[config.mk]
export PLATFORM = sky130hd
export DESIGN_NAME = clkcfg_twowire_slave
export DESIGN_NICKNAME = d
export VERILOG_FILES = /design/src/rtl/clkcfg_pkg.sv /design/src/rtl/clkcfg_line_sync.sv /design/src/rtl/clkcfg_regs.sv /design/src/rtl/clkcfg_twowire_slave.sv
export SDC_FILE = /design/constraint.sdc
export NUM_CORES = 1
export LEC_CHECK = 0
export BUFFER_PORTS_ARGS = -buffer_cell sky130_fd_sc_hd__buf_4
export CELL_PAD_IN_SITES_DETAIL_PLACEMENT = 0
export CELL_PAD_IN_SITES_GLOBAL_PLACEMENT = 1
export CORE_MARGIN = 8
export CORE_UTILIZATION = 42
export CTS_CLUSTER_DIAMETER = 60
export DETAILED_ROUTE_END_ITERATION = 7
export PLACE_DENSITY_LB_ADDON = 0.1
export SLEW_MARGIN = 20
export SYNTH_ARGS = -nofsm -noshare
export SYNTH_HDL_FRONTEND = slang
export SYNTH_SLANG_ARGS = --single-unit
[constraint.sdc]
create_clock -name clk -period 3 [get_ports clk]
set_input_delay 0.15 -clock clk [delete_from_list [all_inputs] [get_ports clk]]
set_output_delay 0.15 -clock clk [all_outputs]
set_load 0.02 [all_outputs]
[src/rtl/clkcfg_pkg.sv]
package clkcfg_pkg;
    localparam logic [3:0] FAMILY   = 4'b1011;
    localparam logic [7:0] CMD_DIV  = 8'hA1;
    localparam logic [7:0] CMD_MUX  = 8'hA2;
    localparam logic [7:0] CMD_ADR  = 8'hA3;
    localparam logic [7:0] CMD_BUS  = 8'hA4;
    localparam logic [7:0] CMD_SAVE = 8'hA5;

    typedef enum logic [2:0] {S_IDLE, S_RX, S_ACK, S_TX, S_MACK} link_state_e;
    typedef enum logic [1:0] {P_CTRL, P_CMD, P_DATA} phase_e;

    function automatic logic [1:0] cmd_width(input logic [7:0] c);
        case (c)
            CMD_DIV, CMD_MUX: return 2'd2;
            CMD_ADR, CMD_BUS: return 2'd1;
            default:          return 2'd0;
        endcase
    endfunction

    function automatic logic cmd_known(input logic [7:0] c);
        return c inside {CMD_DIV, CMD_MUX, CMD_ADR, CMD_BUS, CMD_SAVE};
    endfunction
endpackage

[src/rtl/clkcfg_line_sync.sv]
module clkcfg_line_sync (
    input  logic clk,
    input  logic rst_n,
    input  logic scl_i,
    input  logic sda_i,
    output logic scl_lvl,
    output logic sda_lvl,
    output logic scl_rise,
    output logic scl_fall,
    output logic bus_start,
    output logic bus_stop
);
    typedef struct packed {
        logic [2:0] scl;
        logic [2:0] sda;
    } pipe_t;

    pipe_t p_d, p_q;

    always_comb begin
        p_d.scl = {p_q.scl[1:0], scl_i};
        p_d.sda = {p_q.sda[1:0], sda_i};
    end

    always_ff @(posedge clk or negedge rst_n) begin
        if (!rst_n) p_q <= '1;
        else        p_q <= p_d;
    end

    assign scl_lvl   = p_q.scl[1];
    assign sda_lvl   = p_q.sda[1];
    assign scl_rise  = p_q.scl[1] & ~p_q.scl[2];
    assign scl_fall  = ~p_q.scl[1] & p_q.scl[2];
    assign bus_start = p_q.scl[1] & p_q.scl[2] & p_q.sda[2] & ~p_q.sda[1];
    assign bus_stop  = p_q.scl[1] & p_q.scl[2] & ~p_q.sda[2] & p_q.sda[1];

    // a START and a STOP never show together
    a_r9_one_condition: assert property (@(posedge clk) disable iff (!rst_n)
        $onehot0({bus_start, bus_stop, scl_rise, scl_fall}) || !(bus_start && bus_stop));
endmodule

[src/rtl/clkcfg_regs.sv]
module clkcfg_regs
    import clkcfg_pkg::*;
#(
    parameter int         BUSY_CYC = 200,
    parameter logic [2:0] RST_SEL  = 3'd0
) (
    input  logic        clk,
    input  logic        rst_n,
    input  logic        wr_en,
    input  logic [7:0]  wr_cmd,
    input  logic [1:0]  wr_idx,
    input  logic [7:0]  wr_data,
    input  logic        save_go,
    input  logic [7:0]  rd_cmd,
    input  logic [1:0]  rd_idx,
    output logic [7:0]  rd_byte,
    output logic        busy,
    output logic [2:0]  sel,
    output logic [15:0] cfg_div,
    output logic [15:0] cfg_mux,
    output logic [7:0]  cfg_bus
);
    localparam int CW = $clog2(BUSY_CYC + 1);

    typedef struct packed {
        logic [15:0]   div;
        logic [15:0]   mux;
        logic [7:0]    bus;
        logic [2:0]    sel;
        logic [CW-1:0] left;
    } regs_t;

    regs_t r_d, r_q;

    always_comb begin
        r_d = r_q;
        if (wr_en) begin
            case (wr_cmd)
                CMD_DIV: if (wr_idx == 2'd0) r_d.div[15:8] = wr_data; else r_d.div[7:0] = wr_data;
                CMD_MUX: if (wr_idx == 2'd0) r_d.mux[15:8] = wr_data; else r_d.mux[7:0] = wr_data;
                CMD_ADR: r_d.sel = wr_data[2:0];
                CMD_BUS: r_d.bus = wr_data;
                default: ;
            endcase
        end
        if (r_q.left != '0) r_d.left = r_q.left - 1'b1;
        if (save_go)        r_d.left = CW'(BUSY_CYC);
    end

    always_ff @(posedge clk or negedge rst_n) begin
        if (!rst_n) begin
            r_q      <= '0;
            r_q.sel  <= RST_SEL;
        end else begin
            r_q <= r_d;
        end
    end

    always_comb begin
        rd_byte = 8'hFF;
        if (rd_idx < cmd_width(rd_cmd)) begin
            case (rd_cmd)
                CMD_DIV: rd_byte = (rd_idx == 2'd0) ? r_q.div[15:8] : r_q.div[7:0];
                CMD_MUX: rd_byte = (rd_idx == 2'd0) ? r_q.mux[15:8] : r_q.mux[7:0];
                CMD_ADR: rd_byte = {5'b0, r_q.sel};
                CMD_BUS: rd_byte = r_q.bus;
                default: rd_byte = 8'hFF;
            endcase
        end
    end

    assign busy    = (r_q.left != '0);
    assign sel     = r_q.sel;
    assign cfg_div = r_q.div;
    assign cfg_mux = r_q.mux;
    assign cfg_bus = r_q.bus;

    // the busy window opens only after a save request
    a_r7_busy_from_save: assert property (@(posedge clk) disable iff (!rst_n)
        $rose(busy) |-> $past(save_go));
    // no register write is accepted during the busy window
    a_r7_no_write_busy: assert property (@(posedge clk) disable iff (!rst_n)
        busy |-> !wr_en);
    // the window counter never exceeds its length
    a_r7_window_bound: assert property (@(posedge clk) disable iff (!rst_n)
        r_q.left <= CW'(BUSY_CYC));
endmodule

[src/rtl/clkcfg_twowire_slave.sv]
module clkcfg_twowire_slave
    import clkcfg_pkg::*;
#(
    parameter int         BUSY_CYC = 200,
    parameter logic [2:0] RST_SEL  = 3'd0
) (
    input  logic        clk,
    input  logic        rst_n,
    input  logic        scl_i,
    input  logic        sda_i,
    output logic        sda_oe_o,
    output logic [15:0] cfg_div_o,
    output logic [15:0] cfg_mux_o,
    output logic [7:0]  cfg_bus_o
);
    typedef struct packed {
        link_state_e st;
        phase_e      ph;
        logic [3:0]  cnt;
        logic [6:0]  sh;
        logic        ack;
        logic        rd;
        logic [1:0]  idx;
        logic [7:0]  cmd;
        logic        oe;
    } ctl_t;

    ctl_t c_d, c_q;

    logic scl_lvl, sda_lvl, scl_rise, scl_fall, bus_start, bus_stop;
    logic wr_en, save_go, busy;
    logic [7:0] rd_byte, byte_in;
    logic [2:0] sel;

    clkcfg_line_sync u_sync (
        .clk(clk), .rst_n(rst_n), .scl_i(scl_i), .sda_i(sda_i),
        .scl_lvl(scl_lvl), .sda_lvl(sda_lvl), .scl_rise(scl_rise), .scl_fall(scl_fall),
        .bus_start(bus_start), .bus_stop(bus_stop)
    );

    clkcfg_regs #(.BUSY_CYC(BUSY_CYC), .RST_SEL(RST_SEL)) u_regs (
        .clk(clk), .rst_n(rst_n), .wr_en(wr_en), .wr_cmd(c_q.cmd), .wr_idx(c_q.idx),
        .wr_data(byte_in), .save_go(save_go), .rd_cmd(c_q.cmd), .rd_idx(c_q.idx),
        .rd_byte(rd_byte), .busy(busy), .sel(sel),
        .cfg_div(cfg_div_o), .cfg_mux(cfg_mux_o), .cfg_bus(cfg_bus_o)
    );

    function automatic logic [1:0] sat_inc(input logic [1:0] v);
        return (v == 2'd3) ? v : v + 2'd1;
    endfunction

    assign byte_in = {c_q.sh, sda_lvl};

    always_comb begin
        c_d     = c_q;
        wr_en   = 1'b0;
        save_go = 1'b0;
        if (bus_start) begin
            c_d.st  = S_RX;
            c_d.ph  = P_CTRL;
            c_d.cnt = '0;
            c_d.oe  = 1'b0;
        end else if (bus_stop) begin
            c_d.st = S_IDLE;
            c_d.oe = 1'b0;
        end else begin
            case (c_q.st)
                S_RX: begin
                    if (scl_rise) begin
                        c_d.sh  = byte_in[6:0];
                        c_d.cnt = c_q.cnt + 4'd1;
                        if (c_q.cnt == 4'd7) begin
                            case (c_q.ph)
                                P_CTRL: begin
                                    c_d.ack = (byte_in[7:4] == FAMILY) && (byte_in[3:1] == sel) && !busy;
                                    c_d.rd  = byte_in[0];
                                    c_d.idx = '0;
                                end
                                P_CMD: begin
                                    c_d.ack = cmd_known(byte_in);
                                    c_d.cmd = byte_in;
                                    c_d.idx = '0;
                                    save_go = (byte_in == CMD_SAVE);
                                end
                                default: begin
                                    c_d.ack = (c_q.idx < cmd_width(c_q.cmd));
                                    wr_en   = c_d.ack;
                                    c_d.idx = sat_inc(c_q.idx);
                                end
                            endcase
                        end
                    end else if (scl_fall && c_q.cnt == 4'd8) begin
                        c_d.st = S_ACK;
                        c_d.oe = c_q.ack;
                    end
                end
                S_ACK: begin
                    if (scl_fall) begin
                        c_d.oe  = 1'b0;
                        c_d.cnt = '0;
                        if (!c_q.ack) begin
                            c_d.st = S_IDLE;
                        end else if (c_q.ph == P_CTRL && c_q.rd) begin
                            c_d.st  = S_TX;
                            c_d.sh  = rd_byte[6:0];
                            c_d.oe  = ~rd_byte[7];
                            c_d.idx = sat_inc(c_q.idx);
                        end else begin
                            c_d.st = S_RX;
                            c_d.ph = (c_q.ph == P_CTRL) ? P_CMD : P_DATA;
                        end
                    end
                end
                S_TX: begin
                    if (scl_rise) begin
                        c_d.cnt = c_q.cnt + 4'd1;
                    end else if (scl_fall) begin
                        if (c_q.cnt == 4'd8) begin
                            c_d.oe = 1'b0;
                            c_d.st = S_MACK;
                        end else begin
                            c_d.oe = ~c_q.sh[6];
                            c_d.sh = {c_q.sh[5:0], 1'b0};
                        end
                    end
                end
                S_MACK: begin
                    if (scl_rise) begin
                        c_d.ack = ~sda_lvl;
                    end else if (scl_fall) begin
                        if (!c_q.ack) begin
                            c_d.st = S_IDLE;
                        end else begin
                            c_d.st  = S_TX;
                            c_d.cnt = '0;
                            c_d.sh  = rd_byte[6:0];
                            c_d.oe  = ~rd_byte[7];
                            c_d.idx = sat_inc(c_q.idx);
                        end
                    end
                end
                default: ;
            endcase
        end
    end

    always_ff @(posedge clk or negedge rst_n) begin
        if (!rst_n) begin
            c_q    <= '0;
            c_q.st <= S_IDLE;
            c_q.ph <= P_CTRL;
        end else begin
            c_q <= c_d;
        end
    end

    assign sda_oe_o = c_q.oe;

    // the SDA drive changes only while synchronized SCL is low
    a_r10_sda_moves_scl_low: assert property (@(posedge clk) disable iff (!rst_n)
        (sda_oe_o != $past(sda_oe_o)) |-> !scl_lvl);
    // SDA is pulled only in an ACK slot or a read data bit
    a_r10_drive_window: assert property (@(posedge clk) disable iff (!rst_n)
        sda_oe_o |-> (c_q.st == S_ACK || c_q.st == S_TX));
    // a START always lands in control-byte reception with SDA released
    a_r9_start_restarts: assert property (@(posedge clk) disable iff (!rst_n)
        bus_start |=> (c_q.st == S_RX && c_q.ph == P_CTRL && c_q.cnt == 4'd0 && !sda_oe_o));
    // a save request comes only from an accepted command byte phase
    a_r7_save_in_cmd: assert property (@(posedge clk) disable iff (!rst_n)
        save_go |-> (c_q.ph == P_CMD && scl_rise));
endmodule

After elaboration in Yosys (flattened, before gate mapping)
Cells that the tools add are included.
{"block": "op_classes", "addsub": 3, "mul": 0, "div_mod_pow": 0, "magnitude_cmp": 2, "n_eq_ne": 48, "n_shift": 0, "n_mux": 86, "n_bitwise": 16, "n_reduce_logical": 36}
{"operator": "$eq 8x8->1 const B", "n": 9}
{"operator": "$mux 8", "n": 7}
{"operator": "$pmux 11 s4", "n": 1}
{"operator": "$mux 2", "n": 21}
{"operator": "$ne 4x4->1 const B", "n": 9}
{"operator": "$mux 7", "n": 5}
{"operator": "$mux 11", "n": 3}
{"operator": "$pmux 8 s4", "n": 1}
{"operator": "$mux 1", "n": 28}
{"operator": "$ne 2x2->1 const B", "n": 14}
{"operator": "$mux 25", "n": 1}
{"operator": "$mux 3", "n": 8}
{"operator": "$mux 23", "n": 1}
{"operator": "$ne 3x3->1 const B", "n": 6}
{"operator": "$reduce_and 6->1", "n": 3}
{"operator": "$reduce_and 9->1", "n": 2}
{"operator": "$mux 16", "n": 1}
{"operator": "$reduce_and 13->1", "n": 1}
{"operator": "$mux 12", "n": 1}
{"operator": "$pmux 3 s4", "n": 1}
{"operator": "$reduce_and 3->1", "n": 4}
{"operator": "$reduce_and 11->1", "n": 1}
{"operator": "$reduce_bool 2->1", "n": 5}
{"operator": "$reduce_bool 5->1", "n": 2}
{"operator": "other kinds (31)", "n": 56}
{"block": "totals", "regBits": 86, "latchBits": 0, "ramBits": 0, "rom_bits": 0, "inputBits": 4, "n_memories": 0}

Depth between registers and ports, before layout
{"block": "logic_depth", "word_depth": 17, "depth_mapped": 9}

Modules after synthesis
A second synthesis with hierarchy kept.
{"block": "unflattened", "cells_unflattened": 465, "hier_area_um2": 4991.0}
{"module": "clkcfg_regs", "n_inst": 1, "cells_each": 245, "area_each_um2": 2850.2, "seq_area_each_um2": 1276.2}
{"module": "clkcfg_twowire_slave", "n_inst": 1, "cells_each": 210, "area_each_um2": 1950.6, "seq_area_each_um2": 725.7}
{"module": "clkcfg_line_sync", "n_inst": 1, "cells_each": 10, "area_each_um2": 190.2, "seq_area_each_um2": 157.7}

Worst setup path before layout
Ideal clock, no wire load.
{"block": "synth_timing", "kind": "flip-flop to flip-flop", "from": "register c_q[5] in the netlist's numbering", "to": "register u_regs.r_q (netlist bit u_regs.cfg_bus[0])", "setup_ns": 0.125, "arrival_ns": 2.753, "setup_slack_ns": 0.123, "path_stages_with_launch": 10, "path_buffers": 1, "period_less_slack_ns": 2.877, "path_cell_list": "dfrtp_1 -> nor4b_1 -> nand2_1 -> nor2_1 -> o21ai_0 -> ha_1 -> a2111oi_4 -> and3_1 -> buf_4 -> mux2_2"}
{"block": "synth_between", "elab_chain_cells": 17, "word_cells_on_any_way": 21}
{"item": "start: declaration", "line_no": "clkcfg_twowire_slave.sv:28", "text": "ctl_t c_d, c_q;"}
{"item": "$eq 8x8->1, on equally long branches", "line_no": "clkcfg_pkg.sv:13, clkcfg_regs.sv:38"}
{"item": "$reduce_or 2->1", "line_no": "clkcfg_pkg.sv:13", "text": "case (c)"}
{"item": "$pmux 2 s2", "line_no": "clkcfg_pkg.sv:13"}
{"item": "$mux 2", "line_no": "clkcfg_twowire_slave.sv:73", "text": "case (c_q.ph)"}
{"item": "$mux 2", "line_no": "clkcfg_twowire_slave.sv:72", "text": "if (c_q.cnt == 4'd7) begin"}
{"item": "$mux 2", "line_no": "clkcfg_twowire_slave.sv:69", "text": "if (scl_rise) begin"}
{"item": "$mux 2", "line_no": "clkcfg_twowire_slave.sv:67", "text": "case (c_q.st)"}
{"item": "$mux 2", "line_no": "clkcfg_twowire_slave.sv:63", "text": "end else if (bus_stop) begin"}
{"item": "$mux 2", "line_no": "clkcfg_twowire_slave.sv:58", "text": "if (bus_start) begin"}
{"item": "$lt 2x2->1", "line_no": "clkcfg_twowire_slave.sv:86", "text": "c_d.ack = (c_q.idx < cmd_width(c_q.cmd));"}
{"item": "$mux 1", "line_no": "clkcfg_twowire_slave.sv:73"}
{"item": "$mux 1", "line_no": "clkcfg_twowire_slave.sv:72"}
{"item": "$mux 1", "line_no": "clkcfg_twowire_slave.sv:69"}
{"item": "$mux 1", "line_no": "clkcfg_twowire_slave.sv:67"}
{"item": "$mux 1", "line_no": "clkcfg_twowire_slave.sv:63"}
{"item": "$mux 1", "line_no": "clkcfg_twowire_slave.sv:58"}
{"item": "$reduce_and 2->1 (no line) (*)"}
{"item": "end signal: assignment", "line_no": "clkcfg_regs.sv:55", "text": "r_q <= r_d;"}
{"item": "end: declaration", "line_no": "clkcfg_regs.sv:33", "text": "regs_t r_d, r_q;"}
Mark *: on every way between the ends. The rest lies on a longest branch, timed or not. The select of a mux whose other input is x is not followed.
A chain may end at the register's enable or synchronous reset.

Final worst setup path
{"block": "layout_timing", "from": "register c_q[5] in the netlist's numbering", "to": "register u_regs.r_q (netlist bit u_regs.cfg_div[9])"}
{"block": "layout_between", "elab_chain_cells": 17, "word_cells_on_any_way": 21}
{"item": "$eq 8x8->1, on equally long branches", "line_no": "clkcfg_pkg.sv:13, clkcfg_regs.sv:38"}
{"item": "$reduce_or 2->1", "line_no": "clkcfg_pkg.sv:13"}
{"item": "$pmux 2 s2", "line_no": "clkcfg_pkg.sv:13"}
{"item": "$mux 2", "line_no": "clkcfg_twowire_slave.sv:73"}
{"item": "$mux 2", "line_no": "clkcfg_twowire_slave.sv:72"}
{"item": "$mux 2", "line_no": "clkcfg_twowire_slave.sv:69"}
{"item": "$mux 2", "line_no": "clkcfg_twowire_slave.sv:67"}
{"item": "$mux 2", "line_no": "clkcfg_twowire_slave.sv:63"}
{"item": "$mux 2", "line_no": "clkcfg_twowire_slave.sv:58"}
{"item": "$lt 2x2->1", "line_no": "clkcfg_twowire_slave.sv:86"}
{"item": "$mux 1", "line_no": "clkcfg_twowire_slave.sv:73"}
{"item": "$mux 1", "line_no": "clkcfg_twowire_slave.sv:72"}
{"item": "$mux 1", "line_no": "clkcfg_twowire_slave.sv:69"}
{"item": "$mux 1", "line_no": "clkcfg_twowire_slave.sv:67"}
{"item": "$mux 1", "line_no": "clkcfg_twowire_slave.sv:63"}
{"item": "$mux 1", "line_no": "clkcfg_twowire_slave.sv:58"}
{"item": "$reduce_and 3->1 (no line) (*)"}
Marks and branches as above.

==> impl_results.md <==
- Max_slew headroom: 0.281
- H-tree Lvls: 3
- GRT Total Usage: 0.177
- Syn_nets: between 400 and 500
- Pwr/cell area: 626 mW/mm2
- Min Tclk post-route: between 2000 and 3000 ps
- Final Setup Violations: 0
- Antenna violation net count after detailed routing: 0
- I/O Pins: between 40 and 50
- Area after DPL: approximately 0.005 mm2
- Setup TNS: 0 ps
- Site Rows: 39
- Post-Syn Area: 0.00484 mm2
- Reg2Reg Depth: 9
- Worst Setup Start Kind: register
- Vias in the first global route: between 3000 and 4000
- Sequential Power Share: 0.447
- Worst-path clk slew: around 60 ps
- Sw Pwr: 1.23 mW
- CTS tree: yes
- Die ar.: around 0.015 mm2
- Vias per cell: between 5 and 6
- Sw Share: 0.362
- Clk_lat worst skew: around 350 ps
- Clock buffer depth: 2
- CP endpoint: u_regs.cfg_div[9]
- Maximum vdd drop: roughly 0.33 mV
- Count of state elements after synthesis: between 80 and 90
- Cells after Synth: about 480
- EDFF count, synth: 0
- Max-cap violations: 0
- Critical path required time: between 3000 and 4000 ps
- Grt met1 use: 0.248
- Leak: 2.53 nW
- Number of port buffers: 44
- Core area: between 0.01 and 0.015 mm2
- Ant diodes: 0
- Tightest Hold Check Type: primary input to async pin
- Most used routing layer: met2
- Sequential area share after synthesis: 0.446
- Slew Limit Fails: 0
- Initial DRC Count: 174
- Antenna violations before repair: 0
- Met2 usage: 0.260
- CP arrival: 3050 ps
- Comb pwr share: 0.248
- Die width: between 100 and 150 um
- Largest net degree at the start of global routing: 45
- Clock skew: between 8 and 9 ps
- # clock sinks: 86
- Final wirelength: approximately 13 mm
- RSZ-0062 raised after global routing: yes
- Synth unique cells: between 60 and 70
- Initial core utilization: 0.428
- CP max FO: 8
- Synth Flop Type: dfrtp_1
- Clock Tree Root: clkbuf_16
- Final Cell Area: roughly 0.0054 mm2
- DP Wirelength: about 9 mm
- Remaining DRCs: 0
- Drt pass-1 iters: 4
- Layout Nets: about 500
- Num CTS Buffers: 9
- R2R Setup Slk: about 180 ps
- Die Y: 123 um
- Share of async-settable or async-resettable flops after synthesis: 1.00
- Clock Power Share: 0.304
- Post-CTS Setup Inserts: 0
- CP Class: register to register
- Drt wl/cell: between 15 and 20 um
- Highest Clock Rate: approximately 0.35 GHz
- Vias: around 3600
- Critical R2R Capture: u_regs.cfg_div[9]
- Overall power: ~3.4 mW
- Crit end category: register
- Mapped Avg Cell Area: just over 10 um2
- Yosys warns: 0
- Layout cells sized above 1: 0.311
- Status: completed
- Internal: 2.17 mW
- Area Overhead vs Synth: 12.3%
- Final global-route overflow total: 0
- Met3 Track Usage GR: 0.0420
- Global-route wire length before repair: a little over 20 mm
- Final Hold Fails: 0
- RR Startpoint: c_q[5]
- Period utilization: 0.941
- Routability cong.: 0.858
- CP Launch Point: c_q[5]
- Slew @ Worst Pin: 1070 ps
-- final cells by class --
| type | count | area (um2) |
|---|---|---|
| fillers | 1095 | 5880 |
| multi-input cells | 313 | 2270 |
| flip-flops and latches | 86 | 2160 |
| repair buffers | 67 | 510 |
| clock buffers | 13 | 250 |
| well taps | 143 | 179 |
| inverters | 13 | 48.8 |
| clock inverters | 3 | 20.0 |
-- per-layer routing --
metal / share of wire / routed length (um)
met5: 0 / 0
met4: 0.014 / 173
met3: 0.069 / 873
met2: 0.45 / 5650
met1: 0.47 / 5920
-- stage by stage --
stage           util  hold slack, ps  worst slack (ps)  std cells
2_1_floorplan      -            -146               123        475
3_3_place_gp   0.451             208              82.6        619
3_5_place_dp   0.451             207             -49.1        619
4_1_cts        0.478             356              4.47        638
5_1_grt        0.480             363             -35.8        638
6_report       0.480             355               178        638
-- cells in the mapped netlist, types with 4 or more instances --
cell type	count	area, um2
a211oi_1	4	30.0
a21oi_1	15	75.1
a221oi_1	6	52.6
a22oi_1	4	30.0
and2_1	4	25.0
and3b_1	4	35.0
buf_4	41	308
clkbuf_1	17	63.8
dfrtp_1	80	2000
dfstp_2	6	158
ha_1	4	50.1
inv_1	13	48.8
mux2_2	54	608
mux2i_1	7	70.1
nand2_1	57	214
nand2b_1	4	25.0
nand3_1	11	55.1
nand3_2	4	40.0
nor2_1	22	82.6
nor2b_1	7	43.8
nor3_1	11	55.1
nor3b_1	6	45.0
o211ai_1	4	30.0
o21ai_0	18	90.1
o221ai_1	6	52.6
o22ai_1	4	25.0
xnor2_1	5	43.8
-- kinds of logic (layout without fill, tap and decap cells) --
logic type | Yosys count | count (layout) | synth area share
AO/OA/AOI/OAI | 88 | 88 | 0.131
XOR/XNOR | 7 | 7 | 0.0127
adder cells (fa/ha/maj) | 4 | 4 | 0.0103
buffers and inverters | 76 | 96 | 0.0912
flip-flops | 86 | 86 | 0.446
multiplexers | 61 | 61 | 0.140
AND/OR/NAND/NOR | 153 | 153 | 0.169
-- worst min path at each step --
stage	end	slack, ps	cells after the start
floorplan	byte_in[1]	-150	0
global placement	c_q[20]	210	1
detailed placement	c_q[20]	210	1
CTS	u_sync.scl_lvl	360	0
global route	u_sync.sda_lvl	360	0
finish	c_q[20]	360	2
-- power by group through the flow --
stage | registers, mW | logic, mW | clock network [mW]
floorplan | 1.37 | 0.663 | 0
global placement | 1.54 | 0.826 | 0
detailed placement | 1.54 | 0.833 | 0
CTS | 1.52 | 0.841 | 1.07
global route | 1.55 | 0.945 | 1.12
finish | 1.52 | 0.845 | 1.04
-- sequential cells by signal, indices dropped and copies added (netlist names) --
name and cells:
c_q 21, u_regs.cfg_div 16, u_regs.cfg_mux 16, u_regs.cfg_bus 8, u_regs.r_q 8, byte_in 7
u_regs.sel 3, u_sync.p_d 2, u_sync.p_q 2, sda_oe_o 1, u_sync.scl_lvl 1, u_sync.sda_lvl 1
-- layout by cell type, fill, tap and decap left out, types with 3 or more instances in the layout --
master         count
a221oi_1           6
o221ai_1           6
clkbuf_1           3
nand2b_1           4
clkbuf_16          9
xnor2_1            5
o21ai_0           18
mux2i_1            7
buf_4             64
nand2_1           57
ha_1               4
or3b_2             3
a211oi_1           4
mux2_2            54
nand4_1            3
nor2b_1            7
and2_1             4
and3b_1            4
nor3b_1            6
inv_1             13
a2111oi_0          3
a22oi_1            4
nand3_1           11
dfstp_2            6
nor3_1            11
o211ai_1           4
nor2_1            22
dlygate4sd3_1      3
o22ai_1            4
a31oi_1            3
dfrtp_1           80
a21oi_1           15
-- critical path, stage by stage (launching register included) --
cell and delay [ps]:
dfrtp_1 390, nor4b_2 340, nand2_1 110, nor2_1 140, o21ai_0 120, ha_1 380
a2111oi_4 380, buf_4 230, nand3_2 260, mux2_2 370
-- what timing repair did --
| action | in CTS | in global routing |
|---|---|---|
| resized for setup | 1 | 4 |
| setup endpoints to repair | 7 | 47 |
| hold endpoints to repair | 44 | 0 |
| pin swaps | 0 | 0 |
| hold buffers | 3 | 0 |
Note: power is estimated with default switching activity, not from simulation.
